`src/rtl/scan_reg_bridge.sv`:
```
module scan_reg_bridge #(
  parameter int IR_W    = 4,
  parameter int CHAIN_W = 5,
  parameter int ADDR_W  = 7,
  parameter int DATA_W  = 32,
  parameter logic [IR_W-1:0]    SEL_IR    = 'h2,
  parameter logic [IR_W-1:0]    ACC_IR    = 'hC,
  parameter logic [CHAIN_W-1:0] CHAIN_ID  = '0,
  parameter logic [CHAIN_W-1:0] CHAIN_RST = '1
) (
  input  logic              clk,
  input  logic              rst_n,
  input  logic [IR_W-1:0]   ir,
  input  logic              capture_dr,
  input  logic              shift_dr,
  input  logic              update_dr,
  input  logic              tdi,
  output logic              tdo,
  output logic              bus_req,
  output logic              bus_we,
  output logic [ADDR_W-1:0] bus_addr,
  output logic [DATA_W-1:0] bus_wdata,
  input  logic [DATA_W-1:0] bus_rdata,
  input  logic              bus_ack
);
  localparam int FRAME_W = DATA_W + ADDR_W + 1;
  localparam int PAD_W   = FRAME_W - DATA_W;

  logic [CHAIN_W-1:0] chain_q, csel_sh;
  logic [FRAME_W-1:0] sh_q;
  logic [DATA_W-1:0]  hold_q;

  wire sel_scan = (ir == SEL_IR);
  wire acc_scan = (ir == ACC_IR) && (chain_q == CHAIN_ID);

  assign tdo = sel_scan ? csel_sh[0] : (acc_scan ? sh_q[0] : 1'b0);

  always_ff @(posedge clk or negedge rst_n) begin
    if (!rst_n) begin
      csel_sh <= '0;
      chain_q <= CHAIN_RST;
    end else if (sel_scan) begin
      if (capture_dr)     csel_sh <= '0;
      else if (shift_dr)  csel_sh <= {tdi, csel_sh[CHAIN_W-1:1]};
      else if (update_dr) chain_q <= csel_sh;
    end
  end

  always_ff @(posedge clk or negedge rst_n) begin
    if (!rst_n)                    sh_q <= '0;
    else if (acc_scan && capture_dr) sh_q <= {{PAD_W{1'b0}}, hold_q};
    else if (acc_scan && shift_dr)   sh_q <= {tdi, sh_q[FRAME_W-1:1]};
  end

  always_ff @(posedge clk or negedge rst_n) begin
    if (!rst_n) begin
      bus_req   <= 1'b0;
      bus_we    <= 1'b0;
      bus_addr  <= '0;
      bus_wdata <= '0;
      hold_q    <= '0;
    end else if (bus_req) begin
      if (bus_ack) begin
        bus_req <= 1'b0;
        if (!bus_we) hold_q <= bus_rdata;
      end
    end else if (acc_scan && update_dr) begin
      bus_req   <= 1'b1;
      bus_we    <= sh_q[FRAME_W-1];
      bus_addr  <= sh_q[DATA_W +: ADDR_W];
      bus_wdata <= sh_q[DATA_W-1:0];
    end
  end

  a_r6_req_held: assert property (@(posedge clk) disable iff (!rst_n)
    bus_req && !bus_ack |=> bus_req);

  a_r6_req_stable: assert property (@(posedge clk) disable iff (!rst_n)
    bus_req && !bus_ack |=> $stable(bus_addr) && $stable(bus_we) && $stable(bus_wdata));

  a_r2_launch_cause: assert property (@(posedge clk) disable iff (!rst_n)
    $rose(bus_req) |-> $past(update_dr) && ($past(ir) == ACC_IR));

  a_r8_tdo_quiet: assert property (@(posedge clk) disable iff (!rst_n)
    (ir != SEL_IR) && (ir != ACC_IR) |-> !tdo);

  a_r5_write_keeps_hold: assert property (@(posedge clk) disable iff (!rst_n)
    bus_req && bus_ack && bus_we |=> $stable(hold_q));
endmodule

```
`config.mk`:
```
export PLATFORM = sky130hd
export DESIGN_NAME = scan_reg_bridge
export DESIGN_NICKNAME = d
export VERILOG_FILES = /design/src/rtl/scan_reg_bridge.sv
export SDC_FILE = /design/constraint.sdc
export NUM_CORES = 1
export LEC_CHECK = 0
export BUFFER_PORTS_ARGS = -buffer_cell sky130_fd_sc_hd__buf_4
export CAP_MARGIN = 20
export CORE_MARGIN = 1
export CORE_UTILIZATION = 60
export DETAILED_ROUTE_END_ITERATION = 6
export PLACE_DENSITY = 0.91
export SYNTH_ARGS = -nofsm -noshare
export SYNTH_HDL_FRONTEND = slang
export SYNTH_SLANG_ARGS = --single-unit
```
`constraint.sdc`:
```
create_clock -name clk -period 3.79 [get_ports clk]
set_input_delay 0.758 -clock clk [delete_from_list [all_inputs] [get_ports clk]]
set_output_delay 0.758 -clock clk [all_outputs]
set_load 0.02 [all_outputs]
```
Word-level counts from Yosys, hierarchy flattened
Index checks and enable logic that the tools add are counted.
Word-level totals
  logic and storage cells: 34
  flip-flop bits (word level): 123
  output and inout bits: 42
Cells by class
  equality and inequality tests: 2
  bitwise operators: 4
  reductions and logical operators: 11
  muxes and demuxes: 9
Operator list (number)
  $mux W40: 2
  $mux W5: 2
  $logic_not A5 Y1: 1
  $mux W1: 5
  $eq A4 B2 Y1 const B: 1
  $eq A4 B4 Y1 const B: 1
  $logic_and A1 B1 Y1: 4
  $not A1 Y1: 4
  $reduce_and A2 Y1: 2
  $reduce_and A4 Y1: 1
  $reduce_bool A2 Y1: 2
  $reduce_and A3 Y1: 1

Depth between registers and ports, before layout
  depth in word-level cells: 5
  gate-level depth with buffers: 5
  depth with buffers taken out: 3

Worst setup path after synthesis
Ideal clock, no wire load.
  kind: input to output
  from: input ir[0]
  to: output tdo
  buffers on the path: 0
  stages on the path: 2
  data arrival time: 1.792 ns
  required time: 3.032 ns
  path slack: 1.240 ns
  path through: nor4b_1 a22o_1
On the way
  cells in the longest elaborated chain, start to end: 4
  elaborated cells on any way between the ends: 5
  classes of those cells: 2 x eq/ne; 2 x mux; 1 x reduce/logical
Ends and longest elaborated chain
  start: declaration: line 13  | input logic [IR_W-1:0] ir,
  $eq A4 B4 Y1: line 34  | wire acc_scan = (ir == ACC_IR) && (chain_q == CHAIN_ID);
  $logic_and A1 B1 Y1: line 34
  $mux W1: line 36  | assign tdo = sel_scan ? csel_sh[0] : (acc_scan ? sh_q[0] : 1'b0);
  $mux W1 *: line 36
  end: declaration: line 18  | output logic tdo,
Mark *: on every way between the ends. The rest lies on a longest branch, timed or not.

Worst setup path in the final report
  from: register chain_q[0]
  to: output tdo
On the way
  cells in the longest elaborated chain, start to end: 4
Ends and longest elaborated chain
  start: declaration: line 29  | logic [CHAIN_W-1:0] chain_q, csel_sh;
  start signal: assignment: line 45  | else if (update_dr) chain_q <= csel_sh;
  $logic_not A5 Y1: line 34
  $logic_and A1 B1 Y1: line 34
  $mux W1 (2 in a row): line 36
No other way between the ends.

==> run_results.csv <==
group,metric,value,unit
cells_and_area,area_growth_syn_to_layout,25.8,%
drt,num_vias,3003,
sta,rsz0062_at_grt,"false",
sta,drv_slew,0,
setup_path,cp_top_family,"simple AND/OR/NAND/NOR gates",
floorplan,ios,85,
synth,synth_xor_area_share,0,%
synth,muxShareOfSynthArea,35.1,%
cells_and_area,final_area,6590,µm²
floorplan,core-area,8340,µm²
sta,finalCritPeriodShare,72.5,%
setup_path,worstPathCellList,"or4_4 > nor3_1 > a22o_1 > buf_4",
synth,synth_top_family_by_area,"multiplexers",
drt,drt-total-wl,10300,µm
cts,cts_resized,0,
sta,worst-slew-pin-transition,0.804,ns
synth,avgSynthCellArea,16.1,µm²
sta,period_minus_slack,2.75,ns
setup_path,slowest_stage,"or4_4",
sta,fin_skew,0.0108,ns
drt,drc,0,
drt,firstDrtPassIters,4,
cts,cts_buffers,17,
global_route,grt_pass1_wl,16600,µm
cts,cts_htree_levels,4,
synth,synth.area.top_cells,"dfrtp_1 (56%), mux2_2 (23%), mux2_4 (11%), dfstp_2 (2.5%), nor2b_1 (1.1%)",
setup_path,critPathKind,"flop to primary output",
setup_path,rrSetupSlack,1.28,ns
placed_design,gp_congestion,0.722,
synth,synth_area_leader_cell,"dfrtp_1",
floorplan,die_w,95.4,µm
sta,hold_violations,0,
power_and_ir_drop,power_density,685,nW/µm²
cts,clockBufferDepth,2,
setup_path,crit_buf_inv,1,
global_route,grt_max_degree,66,
synth,yosys.area_share.simple,3.11,%
setup_path,cp.required,3.03,ns
global_route,grt_overflow_total,0,
cts,path_clk_slew,0.06,ns
hold_path,hold_class,"input port to asynchronous set/reset pin",
setup_path,critPathMaxStageDelay,0.55,ns
cells_and_area,layout_commonest_cell,"dfrtp_1",
drt,wl_met1,4380,µm
power_and_ir_drop,max-vdd-ir-drop,0.458,mV
cts,clkSinkCount,123,
drt,wl_met3,474,µm
setup_path,crit_cells,4,
synth,yosysTopAreaCellShare,56.4,%
synth,syn_inst,325,
run_status,status,"complete, no violations",
global_route,track_usage,25.0,%
setup_path,worstPathArrival,1.99,ns
cts,cts_hold_buf,0,
setup_path,endpoint_kind,"primary output",
drt,wl_per_cell,19.3,µm
power_and_ir_drop,p_leak,0.00334,µW
synth,ys_seq_area_share,58.9,%
cts,cts_tree,"yes",
drt,via_per_inst,5.62,
placed_design,hpwl,6140,µm
setup_path,r2r-end,"bus_wdata[5]",
flow_run,max-cap-violations,0,
drt,ant_nets,0,
synth,synthAdderAreaFrac,0,%
global_route,grt_pass1_vias,3273,
cells_and_area,layout.cells.most_common_list,"dfrtp_1 (118), mux2_2 (108), buf_4 (89)",
drt,maxUsedRoutingLayer,"met4",
sta,tns,0,ns
setup_path,r2r_start,"chain_q[0]",
cts,cts-root-buf,"clkbuf_8",
synth,syn_nets,368,
floorplan,die_area,9100,µm²
cts,insertion_delay,0.51,ns
setup_path,path_max_fanout,3,
placed_design,port_buffers,84,
cells_and_area,drive_gt1_share,63.9,%
floorplan,rows,33,
global_route,antenna_found_initial,0,
synth,synth-compound-area-share,0.645,%
floorplan,initial_core_util,62.8,%
setup_path,reg2regPathDepth,4,
drt,drt_iter0_drc,110,
sta,max_freq,0.364,GHz
cells_and_area,antenna-diode-count,0,
floorplan,die_height,95.4,µm
placed_design,dpl_cell_area,5960,µm²
cts,post_cts_buffers,0,
synth,synth_warnings,0,
sta,finalSetupViolations,0,
synth,yosys.cell_types.count,25,
drt,wl_met2,5290,µm
synth,ys_ff_latch,123,
synth,synthesis.area,5240,µm²
sta,relSlewSlack,46.4,%
setup_path,critPathLaunchType,"flop",
cells_and_area,nNetsFinal,460,
-- how the worst max path moves through the flow --
stage	to	from	slack [ns]
after floorplan	tdo	ir[0]	1.24
after detailed placement	bus_wdata[17]	ir[1]	0.97
final	tdo	chain_q[0]	1.04
after global placement	bus_wdata[19]	ir[1]	1.0
after global routing	tdo	chain_q[0]	0.98
after CTS	tdo	chain_q[0]	1.03
-- through the flow --
stage,setup slack [ns],power (µW),utilization [%],hold WS [ns],std cells
5_1_grt,0.977,4710,79.0,0.395,534
4_1_cts,1.03,4550,79.0,0.358,534
2_1_floorplan,1.24,2470,-,0.462,325
3_3_place_gp,1.00,2750,71.5,0.482,503
3_5_place_dp,0.970,2810,71.5,0.490,503
6_report,1.04,4510,79.0,0.326,534
-- sequential cells by signal (all words and copies together), names as in the netlist --
register   cells
bus_we         1
bus_wdata     32
hold_q        32
chain_q        5
bus_req        1
sh_q          40
csel_sh        5
bus_addr       7
-- report_power, final --
part / switching [µW] / internal, µW
registers: 253 / 1680
clock network: 548 / 1150
logic: 332 / 550
total: 1130 / 3380
-- cell usage after synthesis, drive strengths merged --
library cell  count
mux2            150
dfrtp           118
buf              10
nor2b             9
clkbuf            7
dfstp             5
inv               5
o21ai             5
nand4b            4
or4               2
a22o              1
nand2             1
nand2b            1
nand3             1
nand3b            1
nor2              1
nor3              1
nor4              1
nor4b             1
or3               1
-- metal layers --
| metal | vias to the layer above | global-route usage, % |
|---|---|---|
| li1 | 1345 | - |
| met1 | 1557 | 30.9 |
| met2 | 83 | 41.7 |
| met3 | 18 | 7.34 |
| met4 | 0 | 9.08 |
| met5 | - | 0 |
-- area by class of cell --
cell class	count	area [µm²]
clock buffer	24	490
multi-input combinational	180	2040
timing repair buffer	90	688
inverter	5	18.8
sequential	123	3080
tap	105	131
fill	470	1750
clock inverter	7	135
-- cell families after synthesis --
logic type             count (synthesis)
AOI/OAI and AO/OA                      6
buffers and inverters                 22
muxes                                150
DFF                                  123
and+or+nand+nor                       24
Note: power is estimated with default switching activity, not from simulation.
